===== config.mk =====
export PLATFORM = sky130hd
export DESIGN_NAME = sympwm_timer
export DESIGN_NICKNAME = d
export VERILOG_FILES = /design/src/rtl/sympwm_pkg.sv /design/src/rtl/sympwm_prescale.sv /design/src/rtl/sympwm_updown.sv /design/src/rtl/sympwm_wave.sv /design/src/rtl/sympwm_timer.sv
export SDC_FILE = /design/constraint.sdc
export NUM_CORES = 1
export LEC_CHECK = 0
export CORE_MARGIN = 10
export CORE_UTILIZATION = 48
export DETAILED_ROUTE_END_ITERATION = 16
export PLACE_DENSITY = 0.84
export SLEW_MARGIN = 25
export SYNTH_ARGS = -nofsm -noshare
export SYNTH_HDL_FRONTEND = slang
export SYNTH_SLANG_ARGS = --single-unit

===== constraint.sdc =====
create_clock -name clk_i -period 3.1 [get_ports clk_i]
set_input_delay 0.62 -clock clk_i [delete_from_list [all_inputs] [get_ports clk_i]]
set_output_delay 0.62 -clock clk_i [all_outputs]
set_load 0.01 [all_outputs]

===== src/rtl/sympwm_pkg.sv =====
package sympwm_pkg;

   localparam int unsigned PS_CNT_W = 10;

   typedef enum logic [2:0] {
      PS_DIV1    = 3'd0,
      PS_DIV8    = 3'd1,
      PS_DIV32   = 3'd2,
      PS_DIV64   = 3'd3,
      PS_DIV128  = 3'd4,
      PS_DIV256  = 3'd5,
      PS_DIV1024 = 3'd6,
      PS_HALT    = 3'd7
   } ps_sel_e;

   // Last divider value before a step, i.e. N-1 for the chosen code.
   function automatic logic [PS_CNT_W-1:0] ps_last(input logic [2:0] sel);
      case (sel)
         3'd0:    ps_last = 10'd0;
         3'd1:    ps_last = 10'd7;
         3'd2:    ps_last = 10'd31;
         3'd3:    ps_last = 10'd63;
         3'd4:    ps_last = 10'd127;
         3'd5:    ps_last = 10'd255;
         3'd6:    ps_last = 10'd1023;
         default: ps_last = 10'd0;
      endcase
   endfunction

endpackage


===== src/rtl/sympwm_prescale.sv =====
module sympwm_prescale
   import sympwm_pkg::*;
(
   input  logic       clk_i,
   input  logic       rst_ni,
   input  logic [2:0] sel_i,
   output logic       tick_o
);

   logic [PS_CNT_W-1:0] div_q;
   logic [2:0]          sel_q;
   logic                sel_chg;
   logic                run;

   assign sel_chg = (sel_i != sel_q);
   assign run     = (sel_q != PS_HALT);
   assign tick_o  = run && !sel_chg && (div_q == ps_last(sel_q));

   always_ff @(posedge clk_i or negedge rst_ni) begin
      if (!rst_ni) begin
         div_q <= '0;
         sel_q <= PS_DIV1;
      end else begin
         sel_q <= sel_i;
         if (sel_chg || tick_o || !run) div_q <= '0;
         else                           div_q <= div_q + 1'b1;
      end
   end

   // With a divide factor above one, steps never come on adjacent cycles.
   AST_TICK_GAP: assert property (@(posedge clk_i) disable iff (!rst_ni)
      (tick_o && sel_q != PS_DIV1) |=> !tick_o);

endmodule


===== src/rtl/sympwm_updown.sv =====
module sympwm_updown #(
   parameter int unsigned CNT_W = 8
) (
   input  logic             clk_i,
   input  logic             rst_ni,
   input  logic             tick_i,
   input  logic             ovf_clr_i,
   output logic [CNT_W-1:0] cnt_o,
   output logic [CNT_W-1:0] cnt_nxt_o,
   output logic             up_o,
   output logic             ovf_o,
   output logic             reach_max_o,
   output logic             reach_bot_o
);

   localparam logic [CNT_W-1:0] TOP = '1;
   localparam logic [CNT_W-1:0] ONE = CNT_W'(1);

   logic [CNT_W-1:0] cnt_q;
   logic             up_q;
   logic             ovf_q;

   assign cnt_nxt_o   = up_q ? cnt_q + ONE : cnt_q - ONE;
   assign reach_max_o = tick_i &&  up_q && (cnt_nxt_o == TOP);
   assign reach_bot_o = tick_i && !up_q && (cnt_nxt_o == '0);

   always_ff @(posedge clk_i or negedge rst_ni) begin
      if (!rst_ni) begin
         cnt_q <= '0;
         up_q  <= 1'b1;
         ovf_q <= 1'b0;
      end else begin
         if (tick_i) begin
            cnt_q <= cnt_nxt_o;
            if (reach_max_o)      up_q <= 1'b0;
            else if (reach_bot_o) up_q <= 1'b1;
         end
         if (reach_bot_o)    ovf_q <= 1'b1;
         else if (ovf_clr_i) ovf_q <= 1'b0;
      end
   end

   assign cnt_o = cnt_q;
   assign up_o  = up_q;
   assign ovf_o = ovf_q;

   AST_STEP_ONE: assert property (@(posedge clk_i) disable iff (!rst_ni)
      (cnt_q != $past(cnt_q)) |-> (cnt_q == $past(cnt_q) + ONE || cnt_q == $past(cnt_q) - ONE));
   AST_TOP_DOWN: assert property (@(posedge clk_i) disable iff (!rst_ni)
      (cnt_q == TOP) |-> !up_q);
   AST_BOT_UP: assert property (@(posedge clk_i) disable iff (!rst_ni)
      (cnt_q == '0) |-> up_q);
   AST_FROZEN: assert property (@(posedge clk_i) disable iff (!rst_ni)
      !tick_i |=> $stable(cnt_q));
   AST_OVF_SET: assert property (@(posedge clk_i) disable iff (!rst_ni)
      reach_bot_o |=> ovf_q);

endmodule


===== src/rtl/sympwm_wave.sv =====
module sympwm_wave #(
   parameter int unsigned CNT_W = 8
) (
   input  logic             clk_i,
   input  logic             rst_ni,
   input  logic             tick_i,
   input  logic             up_i,
   input  logic [CNT_W-1:0] cnt_i,
   input  logic [CNT_W-1:0] cnt_nxt_i,
   input  logic             reach_max_i,
   input  logic             reach_bot_i,
   input  logic             cmp_wr_i,
   input  logic [CNT_W-1:0] cmp_data_i,
   input  logic             inv_i,
   output logic             pwm_o
);

   localparam logic [CNT_W-1:0] TOP = '1;

   logic [CNT_W-1:0] cmp_buf_q;
   logic [CNT_W-1:0] cmp_act_q;
   logic             lvl_q;
   logic             mid_range;

   assign mid_range = (cmp_act_q != '0) && (cmp_act_q != TOP);

   always_ff @(posedge clk_i or negedge rst_ni) begin
      if (!rst_ni) begin
         cmp_buf_q <= '0;
         cmp_act_q <= '0;
         lvl_q     <= 1'b0;
      end else begin
         if (cmp_wr_i) cmp_buf_q <= cmp_data_i;
         if (reach_max_i) begin
            // Top turnaround: load new threshold, take its rising-side level.
            cmp_act_q <= cmp_buf_q;
            lvl_q     <= (cmp_buf_q == TOP);
         end else if (reach_bot_i) begin
            // Bottom turnaround: falling-side level of the active threshold.
            lvl_q <= (cmp_act_q != '0);
         end else if (tick_i && mid_range && cnt_nxt_i == cmp_act_q) begin
            lvl_q <= !up_i;
         end
      end
   end

   assign pwm_o = lvl_q ^ inv_i;

   AST_LOAD_AT_TOP: assert property (@(posedge clk_i) disable iff (!rst_ni)
      (cmp_act_q != $past(cmp_act_q)) |-> (cnt_i == TOP));
   AST_CONST_LOW: assert property (@(posedge clk_i) disable iff (!rst_ni)
      (cmp_act_q == '0) |-> !lvl_q);
   AST_CONST_HIGH: assert property (@(posedge clk_i) disable iff (!rst_ni)
      (cmp_act_q == TOP) |-> lvl_q);

endmodule


===== src/rtl/sympwm_timer.sv =====
module sympwm_timer #(
   parameter int unsigned CNT_W = 8
) (
   input  logic             clk_i,
   input  logic             rst_ni,
   input  logic [2:0]       ps_sel_i,
   input  logic             inv_i,
   input  logic             cmp_wr_i,
   input  logic [CNT_W-1:0] cmp_data_i,
   input  logic             ovf_clr_i,
   output logic             pwm_o,
   output logic [CNT_W-1:0] cnt_o,
   output logic             dir_up_o,
   output logic             ovf_o
);

   if (CNT_W < 2 || CNT_W > 16) begin : g_bad_width
      $error("sympwm_timer: CNT_W must lie in 2..16");
   end

   logic             tick;
   logic [CNT_W-1:0] cnt;
   logic [CNT_W-1:0] cnt_nxt;
   logic             up;
   logic             reach_max;
   logic             reach_bot;

   sympwm_prescale u_presc (
      .clk_i  (clk_i),
      .rst_ni (rst_ni),
      .sel_i  (ps_sel_i),
      .tick_o (tick)
   );

   sympwm_updown #(.CNT_W(CNT_W)) u_cnt (
      .clk_i       (clk_i),
      .rst_ni      (rst_ni),
      .tick_i      (tick),
      .ovf_clr_i   (ovf_clr_i),
      .cnt_o       (cnt),
      .cnt_nxt_o   (cnt_nxt),
      .up_o        (up),
      .ovf_o       (ovf_o),
      .reach_max_o (reach_max),
      .reach_bot_o (reach_bot)
   );

   sympwm_wave #(.CNT_W(CNT_W)) u_wave (
      .clk_i       (clk_i),
      .rst_ni      (rst_ni),
      .tick_i      (tick),
      .up_i        (up),
      .cnt_i       (cnt),
      .cnt_nxt_i   (cnt_nxt),
      .reach_max_i (reach_max),
      .reach_bot_i (reach_bot),
      .cmp_wr_i    (cmp_wr_i),
      .cmp_data_i  (cmp_data_i),
      .inv_i       (inv_i),
      .pwm_o       (pwm_o)
   );

   assign cnt_o    = cnt;
   assign dir_up_o = up;

endmodule


==> flow_summary.json <==
{
  "synth_ff_type": "dfrtp_1",
  "p_per_area_nw_per_um2": 361.5,
  "hold_path.class": "input pin to asynchronous set/reset pin",
  "syn-cell-area_sq_um": 2416,
  "tightest_slew_ns": 0.8943,
  "synth_cell_types": 53,
  "required_ns": 3.29,
  "cp_max_fo": 5,
  "critical_path_class": "flop to flop",
  "grt.total_usage_pct": 12.70,
  "syn_nets": 266,
  "max_freq_mhz": 331.9,
  "io_buffers": 26,
  "dp_worst_setup_slack_ns": -0.009381,
  "maxCapViolCount": 0,
  "synth-seq-cells": 40,
  "drc": 0,
  "finalMaxSlewViolations": 0,
  "drive_gt1_share_pct": 24.01,
  "cts_tree": "yes",
  "crit_arrival_ns": 3.21,
  "insertion_delay_ns": 0.30,
  "seq_area_sq_um": 1003,
  "ys_top_cells_by_area": "dfrtp_1 40%, mux2_2 9.3%, ha_1 4.7%",
  "vdd.ir_drop.worst_mv": 0.1986,
  "clk_pin_slew_worst_paths_ns": 0.08,
  "multi_input_area_sq_um": 1466,
  "coreArea_sq_um": 4786,
  "antenna_found_initial": 0,
  "start_util_pct": 50.48,
  "final_hold_viol_count": 0,
  "first_iter_violations": 138,
  "placementRows": 25,
  "numCtsBuffers": 5,
  "total_power_mw": 1.104,
  "dr_total_vias": 2008,
  "fin_crit_sh_pct": 97.20,
  "grt_pass1_wl_um": 8956,
  "cts.sinks": 40,
  "io_pins": 27,
  "gr-total-overflow": 0,
  "placed_area_sq_um": 2770,
  "gp_congestion": 0.8779,
  "crit_path_start_kind": "flop",
  "grt_pass1_vias": 1873,
  "fin_area_sq_um": 3053,
  "outcome": "completed",
  "h-tree-depth": 2,
  "async_flop_share_pct": 100.0,
  "end_kind": "flop",
  "antenna_cells": 0,
  "area_delta_synth_final_pct": 26.36,
  "fin_crit_ns": 3.013,
  "synth_edf_count": 0,
  "nFillCells": 363,
  "ctsRootBufferMaster": "clkbuf_8",
  "clockBufferDepth": 2,
  "drt-pass1-iter-count": 5,
  "routed_wirelength_um": 5568,
  "post-dp-hpwl_um": 3893,
  "via_per_inst": 5.803,
  "fin_skew_ns": 0.01205,
  "die_area_sq_um": 8271,
  "nets": 304,
  "p_leak_nw": 1.263,
  "setup_viol": 0,
  "yosysMostFrequentCell": "dfrtp_1",
  "layout_setup_ws_ns": 0.08694,
  "yosys.area.top_type": "dfrtp_1",
  "synthTopCellsByCount": "39 x dfrtp_1, 20 x mux2_2, 20 x nor2_1",
  "grt_max_degree": 41,
  "yosysWarnings": 0,
  "detail-route-antenna-nets": 0,
  "die_x_um": 90.95,
  "yosysSeqAreaShare_pct": 41.48,
  "avgRoutedWirePerCell_um": 16.09,
  "synth_area_per_cell_sq_um": 10.07,
  "synth_top_area_share_pct": 40.39,
  "syn_inst": 240,
  "max_slew_margin_pct": 40.38,
  "die_h_um": 90.95
}
-- stage by stage --
stage / std cells / hold slack [ns] / utilization, % / TNS, ns
floorplan: 240 / 0.3244 / - / 0
global placement: 331 / 0.4770 / 57.88 / 0
detailed placement: 331 / 0.4796 / 57.88 / -0.01979
CTS: 342 / 0.4713 / 60.47 / 0
global route: 346 / 0.5176 / 63.79 / -0.02361
finish: 346 / 0.4380 / 63.79 / 0
-- repair_timing --
item | in CTS | in global routing
setup buffers | 3 | 4
hold buffers | 0 | 0
pin swaps | 0 | 5
endpoints found under the setup margin | 8 | 10
gates cloned | 0 | 0
resized for setup | 2 | 20
-- logic make-up after synthesis --
family / synth area share [%]
buffers and inverters: 3.262
multiplexers: 10.15
adder cells (fa/ha/maj): 5.489
AO/OA/AOI/OAI: 13.93
flip-flops: 41.48
AND/OR/NAND/NOR: 17.04
XOR/XNOR: 8.648
-- placed cells by master (no fill, tap or decap), types with 4 or more instances in the layout --
master,count
inv_1,8
ha_4,6
nand3_1,16
xor2_1,10
mux2_2,20
o211ai_1,4
xnor2_1,11
nor2_1,19
and3_1,4
clkbuf_8,6
buf_4,15
dfrtp_1,38
o21ai_0,12
o21bai_1,4
nand4_1,5
nand2_1,12
clkdlybuf4s50_1,25
-- area by class of cell --
type                       count  area share (%)
multi-input combinational    181           48.03
sequential                    40           32.87
timing repair buffer          41           12.05
clock buffer                   7           2.828
tap                           67           2.746
inverter                       9           1.230
clock inverter                 1          0.2459
-- flip-flops by register name, indices dropped and copies added, names as in the netlist --
name              count
u_cnt.ovf_o           1
u_wave.cmp_act_q      8
u_presc.sel_q         3
u_wave.cmp_buf_q      8
u_presc.div_q        10
u_cnt.up_o            1
u_wave.lvl_q          1
u_cnt.cnt_o           8
-- worst max-delay path: stages (launching register included) --
cell and delay [ns]:
dfstp_2 0.61, clkinvlp_4 0.10, buf_4 0.17, ha_4 0.30
nand2b_1 0.13, o2bb2ai_1 0.22, or3b_2 0.46, a22o_1 0.19
a211o_1 0.29, o31a_1 0.24, o21ai_1 0.12, a21oi_1 0.07
-- power by group --
part           switching [mW]  internal (mW)
clock network           0.188          0.181
registers              0.0199          0.542
logic                  0.0795         0.0936
-- routing by layer --
layer | GRT usage, % | up-vias | share of wire (%)
met5 | 0 | - | 0
met4 | 6.005 | 0 | 2.0
met3 | 2.716 | 12 | 5.3
met2 | 19.69 | 74 | 46
met1 | 16.46 | 980 | 47
li1 | - | 942 | -
-- final timing paths --
kind	start	end	slack [ns]	depth (start not counted)
max in group asynchronous	rst_ni	u_cnt.cnt_o[1]$_DFFE_PN0P_	2.05	1
worst max register to register	u_cnt.up_o$_DFFE_PN1P_	u_wave.lvl_q$_DFFE_PN0P_	0.09	11
min in group clk_i	u_presc.div_q[0]$_DFF_PN0_	u_presc.div_q[0]$_DFF_PN0_	0.49	1
worst max-delay path	u_cnt.up_o$_DFFE_PN1P_	u_wave.lvl_q$_DFFE_PN0P_	0.09	11
worst min register to register	u_presc.div_q[0]$_DFF_PN0_	u_presc.div_q[0]$_DFF_PN0_	0.49	1
worst min-delay path	rst_ni	u_cnt.ovf_o$_DFFE_PN0P_	0.44	1
Note: power is estimated with default switching activity, not from simulation.
